### config.mk
export PLATFORM = sky130hd
export DESIGN_NAME = ctrl_sequencer
export DESIGN_NICKNAME = d
export VERILOG_FILES = /design/src/rtl/seq_pkg.sv /design/src/rtl/seq_reset_sync.sv /design/src/rtl/seq_step_ctr.sv /design/src/rtl/seq_ucode_rom.sv /design/src/rtl/ctrl_sequencer.sv
export SDC_FILE = /design/constraint.sdc
export NUM_CORES = 1
export LEC_CHECK = 0
export BUFFER_PORTS_ARGS = -buffer_cell sky130_fd_sc_hd__buf_2
export CORE_ASPECT_RATIO = 1.1
export CORE_UTILIZATION = 48
export CTS_CLUSTER_SIZE = 24
export DETAILED_ROUTE_END_ITERATION = 6
export PLACE_DENSITY = 0.79
export SLEW_MARGIN = 20
export SYNTH_ARGS = -nofsm -noshare
export SYNTH_HDL_FRONTEND = slang
export SYNTH_HIERARCHICAL = 1
export SYNTH_SLANG_ARGS = --single-unit
### constraint.sdc
create_clock -name clk -period 2.93 [get_ports clk]
set_input_delay 0.586 -clock clk [delete_from_list [all_inputs] [get_ports clk]]
set_output_delay 0.586 -clock clk [all_outputs]
set_load 0.01 [all_outputs]
### src/rtl/seq_pkg.sv
package seq_pkg;
  localparam int STEP_W = 3;
  localparam int OP_W   = 5;
  localparam int CW_W   = 16;
  localparam int ADDR_W = STEP_W + OP_W + 2;

  // control word bit positions
  localparam int CB_LDA  = 0;
  localparam int CB_DRA  = 1;
  localparam int CB_LDB  = 2;
  localparam int CB_DRB  = 3;
  localparam int CB_MWR  = 4;
  localparam int CB_MRD  = 5;
  localparam int CB_PINC = 6;
  localparam int CB_PJMP = 7;
  localparam int CB_ILAT = 8;
  localparam int CB_DBYT = 9;
  localparam int CB_DISP = 10;
  localparam int CB_HALT = 11;
  localparam int CB_ACMP = 12;
  localparam int CB_ADRV = 13;
  localparam int CB_RSVD = 14;
  localparam int CB_SRST = 15;

  typedef logic [CW_W-1:0]   cword_t;
  typedef logic [STEP_W-1:0] step_t;
  typedef logic [OP_W-1:0]   op_t;

  typedef enum logic [OP_W-1:0] {
    OP_NOP  = 5'd0,
    OP_MLA  = 5'd1,
    OP_MLB  = 5'd2,
    OP_ILA  = 5'd3,
    OP_ILB  = 5'd4,
    OP_SMA  = 5'd5,
    OP_SMB  = 5'd6,
    OP_SHOW = 5'd7,
    OP_JUMP = 5'd8,
    OP_JZER = 5'd9,
    OP_JCAR = 5'd10,
    OP_STOP = 5'd15
  } opc_e;

  function automatic cword_t strobe(input int pos);
    cword_t w;
    w = '0;
    w[pos] = 1'b1;
    return w;
  endfunction
endpackage

### src/rtl/seq_reset_sync.sv
module seq_reset_sync #(
  parameter int STAGES = 2
) (
  input  logic clk,
  input  logic rst_n,
  output logic rst_sync_n
);
  logic [STAGES-1:0] sync_q;

  always_ff @(posedge clk or negedge rst_n) begin
    if (!rst_n) sync_q <= '0;
    else        sync_q <= {sync_q[STAGES-2:0], 1'b1};
  end

  assign rst_sync_n = sync_q[STAGES-1];
endmodule

### src/rtl/seq_step_ctr.sv
module seq_step_ctr
  import seq_pkg::*;
(
  input  logic  clk,
  input  logic  rst_n,
  input  logic  hold,
  input  logic  clear,
  output step_t step_q
);
  step_t step_d;

  always_comb begin
    step_d = step_q;
    if (!hold) begin
      if (clear) step_d = '0;
      else       step_d = step_q + step_t'(1);
    end
  end

  always_ff @(posedge clk or negedge rst_n) begin
    if (!rst_n) step_q <= '0;
    else        step_q <= step_d;
  end
endmodule

### src/rtl/seq_ucode_rom.sv
module seq_ucode_rom
  import seq_pkg::*;
(
  input  logic [ADDR_W-1:0] addr,
  output cword_t            word
);
  step_t      stp;
  op_t        op;
  logic       zf;
  logic       cf;
  logic [2:0] k;      // step index inside the instruction body
  logic       take;

  assign stp = addr[STEP_W-1:0];
  assign op  = addr[STEP_W+OP_W-1:STEP_W];
  assign zf  = addr[STEP_W+OP_W];
  assign cf  = addr[STEP_W+OP_W+1];
  assign k   = stp - 3'd2;

  always_comb begin
    take = 1'b0;
    word = strobe(CB_SRST);  // default: any unused step ends the instruction
    if (stp == 3'd0) begin
      word = strobe(CB_ILAT);
    end else if (stp == 3'd1) begin
      word = strobe(CB_PINC);
    end else if (op[OP_W-1]) begin
      case (k)
        3'd0:    word = strobe(CB_ACMP);
        3'd1:    word = strobe(CB_ADRV) | strobe(CB_LDA);
        default: word = strobe(CB_SRST);
      endcase
    end else begin
      case (op)
        OP_MLA:  if (k == 3'd0) word = strobe(CB_MRD) | strobe(CB_LDA);
        OP_MLB:  if (k == 3'd0) word = strobe(CB_MRD) | strobe(CB_LDB);
        OP_SMA:  if (k == 3'd0) word = strobe(CB_DRA) | strobe(CB_MWR);
        OP_SMB:  if (k == 3'd0) word = strobe(CB_DRB) | strobe(CB_MWR);
        OP_SHOW: if (k == 3'd0) word = strobe(CB_DRA) | strobe(CB_DISP);
        OP_ILA: begin
          if (k == 3'd0)      word = strobe(CB_DBYT) | strobe(CB_LDA);
          else if (k == 3'd1) word = strobe(CB_PINC);
        end
        OP_ILB: begin
          if (k == 3'd0)      word = strobe(CB_DBYT) | strobe(CB_LDB);
          else if (k == 3'd1) word = strobe(CB_PINC);
        end
        OP_JUMP, OP_JZER, OP_JCAR: begin
          take = (op == OP_JUMP) | ((op == OP_JZER) & zf) | ((op == OP_JCAR) & cf);
          if (k == 3'd0)
            word = take ? (strobe(CB_DBYT) | strobe(CB_PJMP)) : strobe(CB_PINC);
        end
        OP_STOP: if (k == 3'd0) word = strobe(CB_HALT);
        default: word = strobe(CB_SRST);
      endcase
    end
  end
endmodule

### src/rtl/ctrl_sequencer.sv
module ctrl_sequencer
  import seq_pkg::*;
(
  input  logic         clk,
  input  logic         rst_n,
  input  logic [4:0]   opcode,
  input  logic         zero_flag,
  input  logic         carry_flag,
  input  logic         halt,
  output logic [15:0]  ctrl_word
);
  logic             rst_sync_n;
  step_t            step_q;
  cword_t           rom_word;
  logic [ADDR_W-1:0] uaddr;
  logic             halted_q;
  logic             halted_d;
  logic             step_hold;

  seq_reset_sync #(.STAGES(2)) i_rsync (
    .clk        (clk),
    .rst_n      (rst_n),
    .rst_sync_n (rst_sync_n)
  );

  assign uaddr = {carry_flag, zero_flag, opcode, step_q};

  seq_ucode_rom i_rom (
    .addr (uaddr),
    .word (rom_word)
  );

  assign step_hold = halt | halted_q;

  seq_step_ctr i_step (
    .clk    (clk),
    .rst_n  (rst_sync_n),
    .hold   (step_hold),
    .clear  (rom_word[CB_SRST]),
    .step_q (step_q)
  );

  // halt latch: set by the halt strobe of the table, cleared by reset only
  always_comb begin
    halted_d = halted_q;
    if (!halt && rom_word[CB_HALT]) halted_d = 1'b1;
  end

  always_ff @(posedge clk or negedge rst_sync_n) begin
    if (!rst_sync_n) halted_q <= 1'b0;
    else             halted_q <= halted_d;
  end

  always_comb begin
    if (halt)          ctrl_word = '0;
    else if (halted_q) ctrl_word = strobe(CB_HALT);
    else               ctrl_word = rom_word;
  end
endmodule

==> key figures <==
Placement
  • Number of port buffers: 24
  • Setup slack at placement: 0.137 ns
  • Last weighted congestion value of the routability-driven placer: 0.718
  • Detailed placement HPWL: 1110 um

Routing
  • First DRT Iteration DRCs: 7
  • Routed wire length per instance: 11.3 um
  • Via total after detailed routing: 705
  • Total detailed-routing wirelength: 1510 um
  • Count of TritonRoute iterations in the first routing pass: 4
  • Routed Antenna Nets: 0
  • DRC Markers: 0
  • Vias per inst: 5.26

Power and ir drop
  • Part of the total power dissipated in the clock network: 14.7%
  • Portion of total power attributed to combinational logic: 58.4%
  • Power density over the cells: 533 mW/mm2
  • Static leakage power: 0.476 nW
  • Sequential Power Share: 26.9%
  • Share of total power consumed by net switching: 39.4%
  • Internal power of the cells: 0.293 mW
  • Worst vdd rail ir drop: 0.403 mV
  • Switching power: 0.191 mW

Clock tree
  • Root buffer cell: sky130_fd_sc_hd__clkbuf_4
  • Max clock buf depth: 2
  • TritonCTS clock tree: built
  • Later-pin clock latency in the skew report: 0.24 ns
  • Clock-pin slew of the registers on the worst-case setup and hold paths: 0.04 ns
  • H-tree levels: 1
  • Number of CTS-inserted buffers: 3
  • # clock sinks: 6

Global routing
  • Vias in the first global route: 599
  • Global-route total usage across every layer: 19.5%
  • Antenna violations before repair: 0
  • Overall overflow remaining after global route: 0
  • Wire length of the first global-routing pass: 2400 um
  • Maximum number of pins on one net before global-route repair: 17

Critical path
  • Endpoint class of the critical path: output port
  • Register-to-Register Path Depth: 8
  • Worst setup endpoint: ctrl_word[9]
  • Setup crit start: i_step/step_q[2]$_DFFE_PN0N_
  • Startpoint of the lowest-slack register-to-register path: i_step/step_q[2]$_DFFE_PN0N_
  • Worst-path maximum fanout: 6
  • Sort of element at the start of the critical path: register
  • Endpoint arrival time on the critical path: 2.31 ns
  • Critical Setup Path Class: reg2out
  • Register-to-Register Setup Slack: 0.61 ns
  • Critical path data required time: 2.34 ns
  • R2R Path End: i_step/step_q[2]$_DFFE_PN0N_

Yosys
  • Yosys top cell by area: sky130_fd_sc_hd__dfrtp_1
  • Average size of a mapped cell: 7.93 um2
  • Cell area after synthesis: 729 um2
  • Top cell type's share of synthesized area: 20.6%
  • Count of distinct cell types in the synthesized netlist: 32
  • Top cells by area in the synthesized netlist: sky130_fd_sc_hd__dfrtp_1, sky130_fd_sc_hd__and2_1, sky130_fd_sc_hd__nor3_1
  • Fraction of the yosys area taken by sequential cells: 20.6%
  • Cell count after synthesis: 92
  • Synth warn: 6
  • #FFs+latches synth: 6
  • Total nets after synthesis: 104

Timing
  • Fmax: 0.345 GHz
  • Min Clock Period, post-route: 2.90 ns
  • Max-slew headroom at the worst pin: 58.7%
  • Transition time of the tightest slew-check pin: 0.604 ns
  • Finish-stage setup viols: 0
  • Number of pins with negative max-slew slack in the final report: 0
  • Minimum setup slack in the final design: 0.0317 ns
  • Clock Skew: 0.000719 ns
  • RSZ-0062 raised after global routing: true
  • Final worst path period share: 98.9%
  • Hold Vio Cnt, Final: 0

Floorplanning
  • # rows: 14
  • IO Count: 26
  • Die Wd: 39.2 um
  • Starting Density: 52.7%
  • Die outline area: 0.00168 mm2
  • Core region area: 0.00138 mm2
  • Die Ht: 42.9 um

Final layout
  • Register area: 151 um2
  • Nets@finish: 132
  • Area growth syn-to-layout: 24.4%
  • Number of antenna diodes: 0
  • Filler instances: 135
  • Area taken by multi-input logic gates: 510 um2
  • Fraction of final layout cells with drive strength greater than 1: 39.0%
  • Final Core Density: 65.6%

Run
  • Max_cap viols: 0

Worst hold path
  • Worst min-delay path category: reg2async

Run status
  • Result of the run: finished, final reports clean
critical path, stage by stage, from the launching register on:
cell,delay [ns]
sky130_fd_sc_hd__dfrtp_2,0.43
sky130_fd_sc_hd__inv_2,0.08
sky130_fd_sc_hd__ha_4,0.20
sky130_fd_sc_hd__or4b_4,0.57
sky130_fd_sc_hd__nor4b_4,0.30
sky130_fd_sc_hd__and2b_2,0.18
sky130_fd_sc_hd__or3_4,0.10
sky130_fd_sc_hd__and2_4,0.12
sky130_fd_sc_hd__buf_6,0.09
cells in the mapped netlist:
master	n
sky130_fd_sc_hd__nor4b_2	1
sky130_fd_sc_hd__or3_2	1
sky130_fd_sc_hd__nor3_1	9
sky130_fd_sc_hd__and2b_2	1
sky130_fd_sc_hd__a32oi_1	1
sky130_fd_sc_hd__or4b_1	1
sky130_fd_sc_hd__inv_1	5
sky130_fd_sc_hd__ha_1	2
sky130_fd_sc_hd__nor3b_1	2
sky130_fd_sc_hd__buf_4	2
sky130_fd_sc_hd__or3b_2	1
sky130_fd_sc_hd__conb_1	2
sky130_fd_sc_hd__nor2_1	9
sky130_fd_sc_hd__a21o_1	3
sky130_fd_sc_hd__nor4b_1	1
sky130_fd_sc_hd__and3_1	2
sky130_fd_sc_hd__a22oi_1	1
sky130_fd_sc_hd__nand2_1	7
sky130_fd_sc_hd__nor4b_4	1
sky130_fd_sc_hd__a2111oi_0	1
sky130_fd_sc_hd__and2_1	15
sky130_fd_sc_hd__buf_6	2
sky130_fd_sc_hd__a21oi_1	1
sky130_fd_sc_hd__dfrtp_1	6
sky130_fd_sc_hd__o21ai_0	2
sky130_fd_sc_hd__nand2b_1	2
sky130_fd_sc_hd__clkbuf_8	3
sky130_fd_sc_hd__nor2_4	1
sky130_fd_sc_hd__a211o_1	1
sky130_fd_sc_hd__or2b_2	1
sky130_fd_sc_hd__xnor2_1	2
sky130_fd_sc_hd__nor4_1	3
through the flow:
step	area [um2]	instances	setup TNS, ns	total power [mW]	hold WS [ns]
after floorplan	729	92	0	0.296	0.0403
after global placement	821	129	0	0.364	0.0553
after detailed placement	821	129	0	0.372	0.0542
after CTS	847	132	0	0.452	0.0578
after global routing	907	134	-0.0429	0.523	0.0715
final	907	134	0	0.484	0.0560
cell usage in the layout, fill, tap and decap left out, types with 2 or more instances in the layout:
cell type	n
sky130_fd_sc_hd__inv_1	4
sky130_fd_sc_hd__o21ai_0	2
sky130_fd_sc_hd__buf_2	23
sky130_fd_sc_hd__nor2_1	9
sky130_fd_sc_hd__buf_4	5
sky130_fd_sc_hd__a21o_1	3
sky130_fd_sc_hd__clkbuf_4	3
sky130_fd_sc_hd__nor4_1	2
sky130_fd_sc_hd__xnor2_1	2
sky130_fd_sc_hd__and2_1	14
sky130_fd_sc_hd__nor3_1	9
sky130_fd_sc_hd__nand2b_1	2
sky130_fd_sc_hd__conb_1	2
sky130_fd_sc_hd__nand2_1	7
sky130_fd_sc_hd__nor3b_1	2
sky130_fd_sc_hd__dfrtp_1	5
sky130_fd_sc_hd__and3_1	2
worst min path at each step:
stage	start	to	cells past startpoint
2_1_floorplan	i_rsync/sync_q[1]$_DFF_PN0_	halted_q$_DFFE_PN0P_	0
3_3_place_gp	i_rsync/sync_q[1]$_DFF_PN0_	halted_q$_DFFE_PN0P_	0
3_5_place_dp	i_rsync/sync_q[1]$_DFF_PN0_	halted_q$_DFFE_PN0P_	0
4_1_cts	i_rsync/sync_q[1]$_DFF_PN0_	halted_q$_DFFE_PN0P_	0
5_1_grt	i_rsync/sync_q[1]$_DFF_PN0_	i_step/step_q[0]$_DFFE_PN0N_	0
6_report	i_rsync/sync_q[1]$_DFF_PN0_	i_step/step_q[0]$_DFFE_PN0N_	0
repair_timing:
item | CTS | global route
setup endpoints to repair | 5 | 4
cloned | 0 | 0
pin swaps | 0 | 4
hold buffers | 0 | 0
gates resized for setup | 1 | 7
setup buffers | 0 | 2
per-layer routing:
layer | wire (um) | global-route usage (%) | vias up
li1 | - | - | 362
met1 | 659 | 23.6 | 326
met2 | 805 | 35.7 | 17
met3 | 47 | 0 | 0
met4 | 0 | 6.21 | 0
met5 | 0 | 0 | -
sequential cells by signal, summed over array words and instances (netlist names):
name,flops
i_step/step_q,3
i_rsync/sync_q,2
halted_q,1
cell families (layout without fill, tap and decap cells):
group	Yosys count	in the layout	synth area share, %
DFF	6	6	20.6
and+or+nand+nor	58	58	49.4
adders and majority gates	2	2	3.43
buffers and inverters	12	38	13.4
xor gates and xnor gates	2	2	2.40
other	2	2	1.03
AOI/OAI and AO/OA	10	10	9.78
area by class of cell:
| class | instances | share of cell area, % |
|---|---|---|
| Multi-Input combinational cell | 74 | 56.3 |
| Clock buffer | 3 | 2.48 |
| Sequential cell | 6 | 16.7 |
| Inverter | 5 | 2.07 |
| Tap cell | 16 | 2.21 |
| Timing Repair Buffer | 30 | 20.3 |
power groups by stage:
stage | clock network (mW) | logic (mW) | registers (mW)
6_report | 0.0712 | 0.283 | 0.130
5_1_grt | 0.0763 | 0.314 | 0.133
4_1_cts | 0.0753 | 0.251 | 0.126
3_5_place_dp | 0 | 0.245 | 0.127
3_3_place_gp | 0 | 0.237 | 0.126
2_1_floorplan | 0 | 0.159 | 0.137
(Power assumes the default switching activity.)
